### src/rtl/cam_age_pkg.sv
package cam_age_pkg;

  typedef enum logic [2:0] {
    OP_LEARN        = 3'd0,
    OP_LEARN_PIN    = 3'd1,
    OP_AGE_CLEAR    = 3'd2,
    OP_PURGE        = 3'd3,
    OP_SKIP_SET     = 3'd4,
    OP_SKIP_CLR     = 3'd5,
    OP_SKIP_CLR_ALL = 3'd6,
    OP_NONE         = 3'd7
  } cam_op_e;

endpackage

### src/rtl/cam_first_set.sv
module cam_first_set #(
  parameter int N    = 8,
  parameter int IW   = (N > 1) ? $clog2(N) : 1
) (
  input  logic [N-1:0]  req,
  output logic          found,
  output logic [IW-1:0] idx
);

  always_comb begin
    found = 1'b0;
    idx   = '0;
    for (int i = N - 1; i >= 0; i--) begin
      if (req[i]) begin
        found = 1'b1;
        idx   = IW'(i);
      end
    end
  end

endmodule

### src/rtl/cam_key_bank.sv
module cam_key_bank #(
  parameter int KEY_W = 16,
  parameter int DEPTH = 8,
  parameter int IW    = (DEPTH > 1) ? $clog2(DEPTH) : 1
) (
  input  logic             clk,
  input  logic             rst,
  input  logic             wr_en,
  input  logic [IW-1:0]    wr_idx,
  input  logic [KEY_W-1:0] wr_key,
  input  logic [KEY_W-1:0] cmp_key,
  output logic [DEPTH-1:0] eq_vec
);

  for (genvar g = 0; g < DEPTH; g++) begin : g_slot
    logic [KEY_W-1:0] key_q;

    always_ff @(posedge clk) begin
      if (rst) begin
        key_q <= '0;
      end else if (wr_en && (wr_idx == IW'(g))) begin
        key_q <= wr_key;
      end
    end

    assign eq_vec[g] = (key_q == cmp_key);
  end

endmodule

### src/rtl/cam_flag_bank.sv
module cam_flag_bank #(
  parameter int DEPTH = 8,
  parameter int IW    = (DEPTH > 1) ? $clog2(DEPTH) : 1
) (
  input  logic             clk,
  input  logic             rst,
  input  logic             hit_en,
  input  logic [IW-1:0]    hit_idx,
  input  logic             learn_en,
  input  logic [IW-1:0]    learn_idx,
  input  logic             learn_pin,
  input  logic             age_clear,
  input  logic             purge,
  input  logic             skip_set,
  input  logic             skip_clr,
  input  logic             skip_clr_all,
  input  logic [IW-1:0]    skip_idx,
  output logic [DEPTH-1:0] empty_q,
  output logic [DEPTH-1:0] skip_q,
  output logic [DEPTH-1:0] pin_q,
  output logic [DEPTH-1:0] age_q
);

  for (genvar g = 0; g < DEPTH; g++) begin : g_flags
    logic sel_hit, sel_learn, sel_skip, stale;

    assign sel_hit   = hit_en   && (hit_idx   == IW'(g));
    assign sel_learn = learn_en && (learn_idx == IW'(g));
    assign sel_skip  = (skip_idx == IW'(g));
    assign stale     = !empty_q[g] && !age_q[g] && !pin_q[g];

    always_ff @(posedge clk) begin
      if (rst) begin
        empty_q[g] <= 1'b1;
        skip_q[g]  <= 1'b0;
        pin_q[g]   <= 1'b0;
        age_q[g]   <= 1'b0;
      end else begin
        if (sel_hit) begin
          age_q[g] <= 1'b1;
        end
        if (sel_learn) begin
          empty_q[g] <= 1'b0;
          pin_q[g]   <= learn_pin;
          age_q[g]   <= 1'b1;
          skip_q[g]  <= 1'b0;
        end
        if (age_clear) begin
          age_q[g] <= 1'b0;
        end
        if (purge && stale) begin
          empty_q[g] <= 1'b1;
        end
        if (skip_set && sel_skip) begin
          skip_q[g] <= 1'b1;
        end
        if ((skip_clr && sel_skip) || skip_clr_all) begin
          skip_q[g] <= 1'b0;
        end
      end
    end
  end

  // an aging sweep leaves no recently-used marker behind
  assert_age_sweep_R9: assert property (@(posedge clk) disable iff (rst)
    age_clear |=> (age_q == '0));

  // after a purge no occupied slot is both unused and unpinned
  assert_purge_stale_R10: assert property (@(posedge clk) disable iff (rst)
    purge |=> ((~empty_q & ~age_q & ~pin_q) == '0));

  // pinned occupied slots survive a purge
  assert_purge_keeps_pin_R10: assert property (@(posedge clk) disable iff (rst)
    purge |=> (($past(~empty_q & pin_q) & empty_q) == '0));

  // the learned slot becomes occupied and recently used
  assert_learn_fills_R7: assert property (@(posedge clk) disable iff (rst)
    learn_en |=> (!empty_q[$past(learn_idx)] && age_q[$past(learn_idx)]));

  // a single-slot skip set takes effect on the next cycle
  assert_skip_set_R11: assert property (@(posedge clk) disable iff (rst)
    skip_set |=> skip_q[$past(skip_idx)]);

endmodule

### src/rtl/cam_age_table.sv
module cam_age_table
  import cam_age_pkg::*;
#(
  parameter int KEY_W = 16,
  parameter int DEPTH = 8,
  parameter int IDX_W = (DEPTH > 1) ? $clog2(DEPTH) : 1
) (
  input  logic             clk,
  input  logic             rst,
  input  logic             srch_vld,
  input  logic [KEY_W-1:0] srch_key,
  output logic             res_vld,
  output logic             res_hit,
  output logic [IDX_W-1:0] res_idx,
  input  logic             cmd_vld,
  output logic             cmd_rdy,
  input  logic [2:0]       cmd_op,
  input  logic [KEY_W-1:0] cmd_key,
  input  logic [IDX_W-1:0] cmd_idx,
  output logic             cmd_done,
  output logic             cmd_full,
  output logic [IDX_W-1:0] cmd_slot
);

  logic [DEPTH-1:0] eq_vec, match_vec, free_vec;
  logic [DEPTH-1:0] empty_q, skip_q, pin_q, age_q;
  logic             s_found, f_found;
  logic [IDX_W-1:0] s_idx, f_idx;
  logic             cmd_acc, is_learn, learn_go, hit_en;
  cam_op_e          op;

  assign op       = cam_op_e'(cmd_op);
  assign cmd_rdy  = !srch_vld;
  assign cmd_acc  = cmd_vld && !srch_vld;
  assign is_learn = cmd_acc && ((op == OP_LEARN) || (op == OP_LEARN_PIN));

  assign match_vec = eq_vec & ~empty_q & ~skip_q;
  assign free_vec  = empty_q & ~skip_q;

  assign hit_en   = srch_vld && s_found;
  assign learn_go = is_learn && f_found;

  cam_key_bank #(.KEY_W(KEY_W), .DEPTH(DEPTH), .IW(IDX_W)) u_keys (
    .clk     (clk),
    .rst     (rst),
    .wr_en   (learn_go),
    .wr_idx  (f_idx),
    .wr_key  (cmd_key),
    .cmp_key (srch_key),
    .eq_vec  (eq_vec)
  );

  cam_first_set #(.N(DEPTH), .IW(IDX_W)) u_hit_pick (
    .req   (match_vec),
    .found (s_found),
    .idx   (s_idx)
  );

  cam_first_set #(.N(DEPTH), .IW(IDX_W)) u_free_pick (
    .req   (free_vec),
    .found (f_found),
    .idx   (f_idx)
  );

  cam_flag_bank #(.DEPTH(DEPTH), .IW(IDX_W)) u_flags (
    .clk          (clk),
    .rst          (rst),
    .hit_en       (hit_en),
    .hit_idx      (s_idx),
    .learn_en     (learn_go),
    .learn_idx    (f_idx),
    .learn_pin    (op == OP_LEARN_PIN),
    .age_clear    (cmd_acc && (op == OP_AGE_CLEAR)),
    .purge        (cmd_acc && (op == OP_PURGE)),
    .skip_set     (cmd_acc && (op == OP_SKIP_SET)),
    .skip_clr     (cmd_acc && (op == OP_SKIP_CLR)),
    .skip_clr_all (cmd_acc && (op == OP_SKIP_CLR_ALL)),
    .skip_idx     (cmd_idx),
    .empty_q      (empty_q),
    .skip_q       (skip_q),
    .pin_q        (pin_q),
    .age_q        (age_q)
  );

  always_ff @(posedge clk) begin
    if (rst) begin
      res_vld  <= 1'b0;
      res_hit  <= 1'b0;
      res_idx  <= '0;
      cmd_done <= 1'b0;
      cmd_full <= 1'b0;
      cmd_slot <= '0;
    end else begin
      res_vld  <= srch_vld;
      res_hit  <= hit_en;
      res_idx  <= hit_en ? s_idx : '0;
      cmd_done <= cmd_acc;
      cmd_full <= is_learn && !f_found;
      cmd_slot <= learn_go ? f_idx : '0;
    end
  end

  // a search produces a result exactly one cycle later
  assert_search_latency_R2: assert property (@(posedge clk) disable iff (rst)
    srch_vld |=> res_vld);

  // no hit is ever reported without a valid result
  assert_idle_result_R2: assert property (@(posedge clk) disable iff (rst)
    !res_vld |-> (!res_hit && (res_idx == '0)));

  // a reported slot is occupied and visible
  assert_hit_visible_R3: assert property (@(posedge clk) disable iff (rst)
    res_hit |-> (!empty_q[res_idx] && !skip_q[res_idx]));

  // the reported slot carries a fresh recently-used marker
  assert_hit_refresh_R6: assert property (@(posedge clk) disable iff (rst)
    res_hit |-> age_q[res_idx]);

  // a refused learn leaves occupancy untouched
  assert_full_nochange_R8: assert property (@(posedge clk) disable iff (rst)
    (cmd_done && cmd_full) |-> (empty_q == $past(empty_q)));

  // a command held off by a search never completes
  assert_stall_R12: assert property (@(posedge clk) disable iff (rst)
    (srch_vld && cmd_vld) |=> !cmd_done);

endmodule

### config.mk
export PLATFORM = sky130hd
export DESIGN_NAME = cam_age_table
export DESIGN_NICKNAME = d
export VERILOG_FILES = /design/src/rtl/cam_age_pkg.sv /design/src/rtl/cam_first_set.sv /design/src/rtl/cam_key_bank.sv /design/src/rtl/cam_flag_bank.sv /design/src/rtl/cam_age_table.sv
export SDC_FILE = /design/constraint.sdc
export NUM_CORES = 1
export LEC_CHECK = 0
export BUFFER_PORTS_ARGS = -buffer_cell sky130_fd_sc_hd__buf_2
export CAP_MARGIN = 20
export CORE_MARGIN = 3
export CORE_UTILIZATION = 55
export CTS_CLUSTER_DIAMETER = 200
export DETAILED_ROUTE_END_ITERATION = 10
export HOLD_SLACK_MARGIN = 0.02
export MAX_ROUTING_LAYER = met4
export PLACE_DENSITY = 0.73
export SLEW_MARGIN = 15
export SYNTH_ARGS = -nofsm -noshare
export SYNTH_HDL_FRONTEND = slang
export SYNTH_HIERARCHICAL = 1
export SYNTH_SLANG_ARGS = --single-unit
### constraint.sdc
create_clock -name clk -period 6.8 [get_ports clk]
set_input_delay 1.02 -clock clk [delete_from_list [all_inputs] [get_ports clk]]
set_output_delay 1.02 -clock clk [all_outputs]
set_load 0.1 [all_outputs]
==> results_dict.tcl <==
set metrics [dict create \
    status "complete, no violations" \
    hp-class "reg -> reg" \
    synth_top_area_frac 0.420 \
    overflow 0 \
    grt_use_total 0.279 \
    clockRootBuffer "clkbuf_16" \
    layout_common_cells "265 x nand2_1, 170 x dfxtp_1, 133 x a21oi_1" \
    worstRegToRegCells 7 \
    finClkSkew_ns 0.00757 \
    io_pins 53 \
    synth-seq-cells 170 \
    path_delay_family "compound AO/OA/AOI/OAI gates" \
    area_growth_syn_to_layout_pct 9.54 \
    yosysTopAreaCell "dfxtp_1" \
    final_nets 1012 \
    path_cells "buf_2, xnor2_1, nand4_1, nor4_1, nor3b_1, a21oi_1, o41ai_1, nand2b_1, o21ai_0, o21a_1" \
    clkSlewWorstSetupHoldPaths_ns 0.06 \
    clk_latency_ns 0.42 \
    synthCells 977 \
    ir_drop_v 0.000167 \
    cp_max_fo 8 \
    regArea_um2 3400 \
    required_ns 7.12 \
    syn_nets 1019 \
    ys_seq_area_frac 0.420 \
    slowest_delay_ns 0.84 \
    dr_total_vias 6771 \
    drtAntennaViolNets 0 \
    final-setup-viol-count 0 \
    wl_per_cell_um 18.8 \
    fin_crit_sh 0.517 \
    grt_pass1_wl_mm 33.9 \
    max_cap_viol_count 0 \
    min_path_cells 2 \
    numCtsBuffers 17 \
    rsz0062_at_grt "false" \
    n_fill_cell 1235 \
    hold_viol 0 \
    routabilityCongestion 0.982 \
    core_um2 14100 \
    path_depth 10 \
    leakage_nw 2.78 \
    synth_flop_cell "dfxtp_1" \
    synth_area_per_cell_um2 8.29 \
    synth_edf_count 0 \
    cts_resized 0 \
    grt_pass1_vias 6174 \
    cts_tree "built" \
    grt_max_degree 110 \
    stdcell_count 1165 \
    drt-vias-per-instance 5.81 \
    multi_input_area_um2 4260 \
    critPathKind "in -> reg" \
    dieWidth_um 127 \
    cellPowerDensity_nw_per_um2 244 \
    tightest_slew_ns 1.07 \
    finalInstanceArea_um2 8870 \
    slew_headroom 0.282 \
    clockBufferDepth 2 \
    ys_types 49 \
    async_reset_ff_frac 0 \
    setup-tns-final_ns 0 \
    drive_above_1_share 0.105 \
    cp_num_buf_inv 1 \
    worstPathArrival_ns 3.84 \
    post_cts_buffers 0 \
    drt_iter0_drc 843 \
    rows 43 \
    drc 0 \
    worst_slack_ns 3.28 \
    h-tree-depth 4 \
    dieArea_um2 16200 \
    synth_area_um2 8100 \
    fin_crit_ns 3.52 \
    final_common_cell "nand2_1" \
    start_kind "input pin" \
    placed_cell_area_um2 8210 \
    end_kind "flip-flop" \
    ctsHoldBuffers 0 \
    die_h_um 127 \
    numPortBuffers 52 \
    crit_path_top_delay_cell "o41ai_1" \
    initial_core_util 0.573 \
    ys_warn_count 6 \
    synth_area_leaders "dfxtp_1 42%, xnor2_1 14%, nand2_1 12%" \
    hpwl_mm 14.7 \
    dr.pass1.iters 5 \
    drv_slew 0 \
    numPlacedInstances 1129 \
    clock-sinks 170 \
    antenna_found_initial 2 \
    wl_mm 21.9 \
    fmax_mhz 284 \
    dp_slack_ns 2.89 \
]
[routing by layer]
layer / global-route usage / wire [µm]
met5: - / 0
met4: 0.0732 / 294
met3: 0.0644 / 1680
met2: 0.417 / 10000
met1: 0.382 / 9850
[path summary, 6_finish.rpt]
path                                    startpoint  slack (ns)                          to
worst max register to register  u_flags/empty_q[0]        3.44  u_keys/g_slot[3].key_q[10]
worst max-delay path                  srch_key[11]        3.28            u_flags/age_q[6]
worst min-delay path              u_flags/pin_q[4]        0.47            u_flags/pin_q[4]
worst min register to register    u_flags/pin_q[4]        0.47            u_flags/pin_q[4]
[power by group]
part	total [mW]	switching, mW	internal [mW]
sequential	1.00	0.00227	0.999
combinational	0.135	0.0877	0.0477
clock	1.03	0.394	0.636
[through the flow]
step,hold WS [ns],utilization,total power [mW]
finish,0.466,0.627,2.17
global route,0.478,0.627,2.23
CTS,0.460,0.625,2.18
detailed placement,0.451,0.580,1.16
global placement,0.443,0.579,1.15
floorplan,0.436,-,1.12
[cells in the mapped netlist, types with 5 or more instances]
| cell type | number |
|---|---|
| nor3b_1 | 9 |
| dfxtp_1 | 170 |
| nor2_1 | 14 |
| nor4_1 | 10 |
| nor4b_1 | 9 |
| and4b_1 | 6 |
| nand2_1 | 265 |
| clkbuf_2 | 5 |
| buf_2 | 26 |
| nand4b_1 | 6 |
| mux2i_1 | 6 |
| o21ai_0 | 8 |
| a21oi_1 | 133 |
| buf_6 | 6 |
| nand4bb_1 | 6 |
| clkbuf_1 | 35 |
| nor2b_1 | 16 |
| nand4_1 | 35 |
| a211o_1 | 8 |
| o21a_1 | 6 |
| buf_4 | 10 |
| a211oi_1 | 5 |
| xnor2_1 | 128 |
[area by class of cell]
cell class,instances,area share
inverter,3,0.00127
multi-input combinational,718,0.479
clock inverter,10,0.0188
antenna,2,0.000564
sequential,170,0.383
clock buffer,22,0.0523
tap,180,0.0254
timing repair buffer,60,0.0388
[state kept, by name (all words and copies together), names as in the netlist]
signal,count
u_flags/pin_q,8
cmd_slot,3
u_flags/empty_q,8
res_idx,3
u_keys/g_slot.key_q,128
res_hit,1
cmd_full,1
res_vld,1
u_flags/skip_q,8
u_flags/age_q,8
cmd_done,1
[logic make-up after synthesis]
group / count (synthesis) / share of synthesized area
simple gates: 406 / 0.253
compound gates: 178 / 0.125
flops: 170 / 0.420
xor+xnor: 128 / 0.138
buf+inv: 89 / 0.0562
mux: 6 / 0.00741
[worst reg2reg max path, delay by kind of cell (launching register included)]
| family | cells | cell delay, ns |
|---|---|---|
| and+or+nand+nor | 6 | 2.77 |
| DFF | 1 | 0.37 |
| AOI/OAI and AO/OA | 1 | 0.10 |
(Power assumes the default switching activity.)
